## config.mk

```make
export PLATFORM = sky130hd
export DESIGN_NAME = tw_reg_slave
export DESIGN_NICKNAME = d
export VERILOG_FILES = /design/src/rtl/tw_pkg.sv /design/src/rtl/tw_sync.sv /design/src/rtl/tw_regfile.sv /design/src/rtl/tw_frame.sv /design/src/rtl/tw_reg_slave.sv
export SDC_FILE = /design/constraint.sdc
export NUM_CORES = 2
export LEC_CHECK = 0
export ABC_AREA = 0
export BUFFER_PORTS_ARGS = -buffer_cell sky130_fd_sc_hd__buf_2
export CORE_MARGIN = 2
export CORE_UTILIZATION = 58
export CTS_BUF_LIST = sky130_fd_sc_hd__clkbuf_8 sky130_fd_sc_hd__clkbuf_16
export DETAILED_ROUTE_END_ITERATION = 10
export PLACE_DENSITY = 0.77
export RECOVER_POWER = 25
export SETUP_SLACK_MARGIN = 0.3
export SKIP_LAST_GASP = 1
export SLEW_MARGIN = 10
export SYNTH_ARGS = -nofsm -noshare
export SYNTH_HDL_FRONTEND = slang
export SYNTH_HIERARCHICAL = 1
export SYNTH_SLANG_ARGS = --single-unit
```

## constraint.sdc

```tcl
create_clock -name clk -period 3.56 [get_ports clk]
set_input_delay 0 -clock clk [delete_from_list [all_inputs] [get_ports clk]]
set_output_delay 0 -clock clk [all_outputs]
set_load 0.01 [all_outputs]
```

## src/rtl/tw_pkg.sv

```systemverilog
package tw_pkg;
    localparam int TW_ADDR_W = 7;
    localparam int TW_DATA_W = 8;

    // bits in a complete frame: direction, address, data
    function automatic int frame_bits(input int aw, input int dw);
        return 1 + aw + dw;
    endfunction
endpackage

```

## src/rtl/tw_sync.sv

```systemverilog
module tw_sync #(
    parameter int            W   = 1,
    parameter logic [W-1:0]  RST = '0
) (
    input  logic         clk,
    input  logic         rst_n,
    input  logic [W-1:0] a_i,
    output logic [W-1:0] s_o
);
    logic [W-1:0] meta_q;
    logic [W-1:0] sync_q;

    always_ff @(posedge clk or negedge rst_n) begin
        if (!rst_n) begin
            meta_q <= RST;
            sync_q <= RST;
        end else begin
            meta_q <= a_i;
            sync_q <= meta_q;
        end
    end

    assign s_o = sync_q;
endmodule

```

## src/rtl/tw_regfile.sv

```systemverilog
module tw_regfile #(
    parameter int AW = 7,
    parameter int DW = 8
) (
    input  logic          clk,
    input  logic          rst_n,
    input  logic          we,
    input  logic [AW-1:0] waddr,
    input  logic [DW-1:0] wdata,
    input  logic [AW-1:0] raddr,
    output logic [DW-1:0] rdata
);
    localparam int DEPTH = 1 << AW;

    logic [DW-1:0] mem_q [DEPTH];

    always_ff @(posedge clk or negedge rst_n) begin
        if (!rst_n) begin
            for (int i = 0; i < DEPTH; i++) mem_q[i] <= '0;
        end else if (we) begin
            mem_q[waddr] <= wdata;
        end
    end

    assign rdata = mem_q[raddr];
endmodule

```

## src/rtl/tw_frame.sv

```systemverilog
module tw_frame #(
    parameter int AW = 7,
    parameter int DW = 8,
    parameter int FB = 1 + AW + DW,
    parameter int CW = $clog2(FB + 2)
) (
    input  logic          clk,
    input  logic          rst_n,
    input  logic          en_n_s,
    input  logic          cs_n_s,
    input  logic          sclk_s,
    input  logic          din_s,
    input  logic [DW-1:0] rd_data,
    output logic [AW-1:0] rd_addr,
    output logic          wr_en,
    output logic [AW-1:0] wr_addr,
    output logic [DW-1:0] wr_data,
    output logic          oe_q,
    output logic          dout,
    output logic [CW-1:0] cnt_o
);
    localparam int             HDR      = 1 + AW;
    localparam logic [CW-1:0]  CNT_HDR  = CW'(HDR);
    localparam logic [CW-1:0]  CNT_FULL = CW'(FB);

    typedef struct packed {
        logic          live;
        logic          cs_prev;
        logic          sclk_prev;
        logic [CW-1:0] cnt;
        logic [FB-1:0] sh;
        logic          oe;
        logic [DW-1:0] obuf;
    } eng_t;

    eng_t st_d, st_q;
    logic rise, fall, wr_d;

    always_comb begin
        st_d           = st_q;
        wr_d           = 1'b0;
        st_d.sclk_prev = sclk_s;
        st_d.cs_prev   = cs_n_s;
        rise = sclk_s & ~st_q.sclk_prev;
        fall = ~sclk_s & st_q.sclk_prev;
        if (en_n_s || cs_n_s) begin
            // end of frame: commit only a complete write
            wr_d = st_q.live && !en_n_s && cs_n_s &&
                   (st_q.cnt == CNT_FULL) && !st_q.sh[FB-1];
            st_d.live = 1'b0;
            st_d.oe   = 1'b0;
        end else if (st_q.cs_prev && !st_q.live) begin
            st_d.live = 1'b1;
            st_d.cnt  = '0;
            st_d.sh   = '0;
            st_d.oe   = 1'b0;
        end else if (st_q.live) begin
            if (rise) begin
                if (st_q.cnt != '1) st_d.cnt = st_q.cnt + 1'b1;
                st_d.sh = {st_q.sh[FB-2:0], din_s};
            end else if (fall) begin
                if (st_q.cnt == CNT_HDR && st_q.sh[HDR-1]) begin
                    st_d.oe   = 1'b1;
                    st_d.obuf = rd_data;
                end else if (st_q.oe && st_q.cnt > CNT_HDR && st_q.cnt < CNT_FULL) begin
                    st_d.obuf = {st_q.obuf[DW-2:0], 1'b0};
                end
            end
        end
    end

    always_ff @(posedge clk or negedge rst_n) begin
        if (!rst_n) begin
            st_q         <= '0;
            st_q.cs_prev <= 1'b1;
        end else begin
            st_q <= st_d;
        end
    end

    assign wr_en   = wr_d;
    assign wr_addr = st_q.sh[FB-2 -: AW];
    assign wr_data = st_q.sh[DW-1:0];
    assign rd_addr = st_q.sh[AW-1:0];
    assign oe_q    = st_q.oe;
    assign dout    = st_q.obuf[DW-1];
    assign cnt_o   = st_q.cnt;
endmodule

```

## src/rtl/tw_reg_slave.sv

```systemverilog
module tw_reg_slave #(
    parameter int ADDR_W = tw_pkg::TW_ADDR_W,
    parameter int DATA_W = tw_pkg::TW_DATA_W
) (
    input  logic clk,
    input  logic rst_n,
    input  logic if_en_n,
    input  logic cs_n,
    input  logic sclk,
    input  logic sdio_i,
    output logic sdio_o,
    output logic sdio_oe
);
    localparam int FB   = tw_pkg::frame_bits(ADDR_W, DATA_W);
    localparam int CW   = $clog2(FB + 2);
    localparam int HDR  = 1 + ADDR_W;

    logic               en_n_s, cs_n_s, sclk_s, din_s;
    logic [ADDR_W-1:0]  rd_addr, wr_addr;
    logic [DATA_W-1:0]  rd_data, wr_data;
    logic               wr_en, oe_q, dout;
    logic [CW-1:0]      cnt;

    tw_sync #(.W(4), .RST(4'b1100)) u_sync (
        .clk   (clk),
        .rst_n (rst_n),
        .a_i   ({if_en_n, cs_n, sclk, sdio_i}),
        .s_o   ({en_n_s, cs_n_s, sclk_s, din_s})
    );

    tw_frame #(.AW(ADDR_W), .DW(DATA_W), .FB(FB), .CW(CW)) u_frame (
        .clk     (clk),
        .rst_n   (rst_n),
        .en_n_s  (en_n_s),
        .cs_n_s  (cs_n_s),
        .sclk_s  (sclk_s),
        .din_s   (din_s),
        .rd_data (rd_data),
        .rd_addr (rd_addr),
        .wr_en   (wr_en),
        .wr_addr (wr_addr),
        .wr_data (wr_data),
        .oe_q    (oe_q),
        .dout    (dout),
        .cnt_o   (cnt)
    );

    tw_regfile #(.AW(ADDR_W), .DW(DATA_W)) u_rf (
        .clk   (clk),
        .rst_n (rst_n),
        .we    (wr_en),
        .waddr (wr_addr),
        .wdata (wr_data),
        .raddr (rd_addr),
        .rdata (rd_data)
    );

    // release the line at once when chip select or the enable goes high
    assign sdio_oe = oe_q & ~cs_n & ~if_en_n;
    assign sdio_o  = dout;
endmodule

```

==> impl_metrics.csv <==
group,metric,value,unit
final_layout,fin_cells,4212,
global_routing,grt_start_max_net_pins,113,
timing,period_share,101,%
final_layout,final_common_cell,"dfrtp_1",
final_layout,syn_to_final_growth,13.4,%
placement,hpwlAfterDp,74.6,mm
timing,hold_viol,3,
setup_path,path_cells,"buf_12, buf_12, buf_16, buf_8, mux4_2, mux4_2, mux4_2, mux2_4, mux2_4, mux2_4",
die,dieArea,85800,µm²
cts,path_clk_slew,0.06,ns
global_routing,grt.overflow.total,0,
setup_path,max_stage_delay,0.56,ns
setup_path,path_class,"reg -> reg",
final_layout,fillers,5393,
run_status,violations,"negative hold slack, max-capacitance violations, max-slew violations, negative setup slack",
global_routing,antenna_found_initial,0,
power,ir_drop,0.444,mV
timing,slew_headroom,-57.1,%
final_layout,final_cell_mix,"1052 x dfrtp_1, 1043 x mux2_2, 336 x mux4_2",
power,powerDensity,438,nW/µm²
setup_path,worstReg2RegEnd,"u_frame/dout$_DFFE_PN0P_",
detailed_routing,ant_nets,0,
detailed_routing,dr.pass1.iters,7,
die,ioPinCount,8,
setup_path,critical_path.top_delay_family,"multiplexers",
cts,cts-root-buf,"clkbuf_16",
setup_path,rrSetupSlack,-0.03,ns
cts,cts.path.max_buffers,3,
run,drv_cap,7,
global_routing,grt_pass1_wl,183,mm
logic_synthesis,netlist_area,48400,µm²
die,start_util,58.8,%
final_layout,nets,3064,
logic_synthesis,synth_cells,2964,
timing,grt_setup_unrepaired,"true",
global_routing,track_usage,27.9,%
setup_path,crit_start,"u_frame/rd_addr[0]$_DFFE_PN0P_",
cts,htreeDepth,3,
detailed_routing,drt_first_iter_violations,2127,
setup_path,slowest_stage,"mux4_2",
timing,slew_viol_final,391,
detailed_routing,drcViolationCount,0,
run_status,status,"complete, but fails checks",
placement,numPortBuffers,7,
logic_synthesis,ys_warn_count,6,
cts,cts.sink_count,1065,
setup_path,endpoint_kind,"register",
setup_path,required,4.11,ns
power,p_leak,26.1,nW
timing,finalCriticalPeriod,3.59,ns
die,die_h,293,µm
timing,worstMarginPinSlew,2.36,ns
setup_path,cp_max_fo,7,
setup_path,path_buf_inv,4,
cts,clk_latency,0.67,ns
detailed_routing,wl,116,mm
setup_path,worstReg2RegStart,"u_frame/rd_addr[0]$_DFFE_PN0P_",
timing,fmax,0.278,GHz
timing,finalClockSkew,0.0210,ns
detailed_routing,vias,27300,
die,die_w,293,µm
timing,setup_violations,1,
final_layout,antenna_cells,0,
logic_synthesis,syn-num-nets,2973,
setup_path,start_kind,"register",
timing,setup_ws,-0.0310,ns
die,row_count,105,
cts,numCtsBuffers,106,
setup_path,crit_arrival,4.14,ns
detailed_routing,avgRoutedWirePerCell,27.6,µm
timing,whs,-0.0607,ns
placement,gp_congestion,0.826,
die,core,82400,µm²
setup_path,reg2reg_depth,10,
hold_path,hold_class,"in -> async",
global_routing,grt_pass1_vias,29400,
final_layout,drive_above_1_share,56.8,%
logic_synthesis,syn_avg_cell_area,16.3,µm²
cts,cts_tree,"built",
detailed_routing,vias_per_cell,6.49,
placement,dp.cells,3978,
[area by class of cell]
class                           instances  area [µm²]  area share [%]
Clock buffer                          129        2970            5.41
Tap cell                             1070        1340            2.44
Sequential cell                      1065       26700            48.6
Multi-Input combinational cell       1652       20700            37.7
Clock inverter                         66         524           0.955
Inverter                                6        22.5          0.0410
Timing Repair Buffer                  224        2680            4.88
[flip-flops by register name (all words and copies together) (netlist names)]
register and cells:
u_sync/meta_q 4, u_frame/wr_addr 7, u_frame/wr_data 1, u_sync/s_o 4
u_frame/cnt_o 5, u_frame/oe_q 1, u_frame/dout 1, u_frame/st_q 11
u_rf/mem_q 1024, u_frame/rd_addr 7
[routing by layer]
metal	part of all wire [%]	GRT usage, %	vias to the layer above	routed length, µm
met3	5.1	3.92	198	5880
met1	42	39.5	15100	49000
met2	50	45.5	797	57900
li1	-	-	11300	-
met4	3.0	8.48	0	3490
met5	0	0	-	0
[through the flow]
stage / power [W] / cell area (µm²) / TNS, ns / utilization (%) / setup slack, ns
6_report: 0.0240 / 54900 / -0.0310 / 66.7 / -0.0310
5_1_grt: 0.0248 / 54900 / -0.111 / 66.7 / -0.0427
4_1_cts: 0.0242 / 55000 / 0 / 66.8 / 0.0321
3_5_place_dp: 0.0130 / 50800 / -0.0502 / 61.6 / -0.0210
3_3_place_gp: 0.0130 / 50800 / -0.0405 / 61.6 / -0.0275
2_1_floorplan: 0.0126 / 48500 / 0 / - / 0.301
[how the worst max path moves through the flow]
stage | to | slack (ns) | cells after the start
6_report | u_frame/dout$_DFFE_PN0P_ | -0.03 | 10
5_1_grt | u_frame/dout$_DFFE_PN0P_ | -0.04 | 10
4_1_cts | u_frame/dout$_DFFE_PN0P_ | 0.03 | 10
3_5_place_dp | u_frame/st_q[2]$_DFFE_PN0P_ | -0.02 | 8
3_3_place_gp | u_frame/st_q[2]$_DFFE_PN0P_ | -0.03 | 8
2_1_floorplan | u_frame/dout$_DFFE_PN0P_ | 0.30 | 8
[where the power goes]
part | total [W] | internal (W) | switching [W]
combinational | 0.000783 | 0.000305 | 0.000477
sequential | 0.0121 | 0.0121 | 0.00000941
clock | 0.0111 | 0.00641 | 0.00472
total | 0.0240 | 0.0188 | 0.00521
[worst register-to-register path, stage by stage (launching register included)]
cell and delay, ns:
dfrtp_4 0.51, buf_12 0.15, buf_12 0.13, buf_16 0.15, buf_8 0.12, mux4_2 0.49, mux4_2 0.52, mux4_2 0.56
mux2_4 0.31, mux2_4 0.28, mux2_4 0.26
[repair_timing]
item                       in CTS  in global routing
hold endpoints to repair      177                  0
setup endpoints to repair       8                  8
hold buffers                    9                  0
setup buffers                  12                  3
resized for setup              26                  8
cloned                         13                  2
Note: power is estimated with default switching activity, not from simulation.
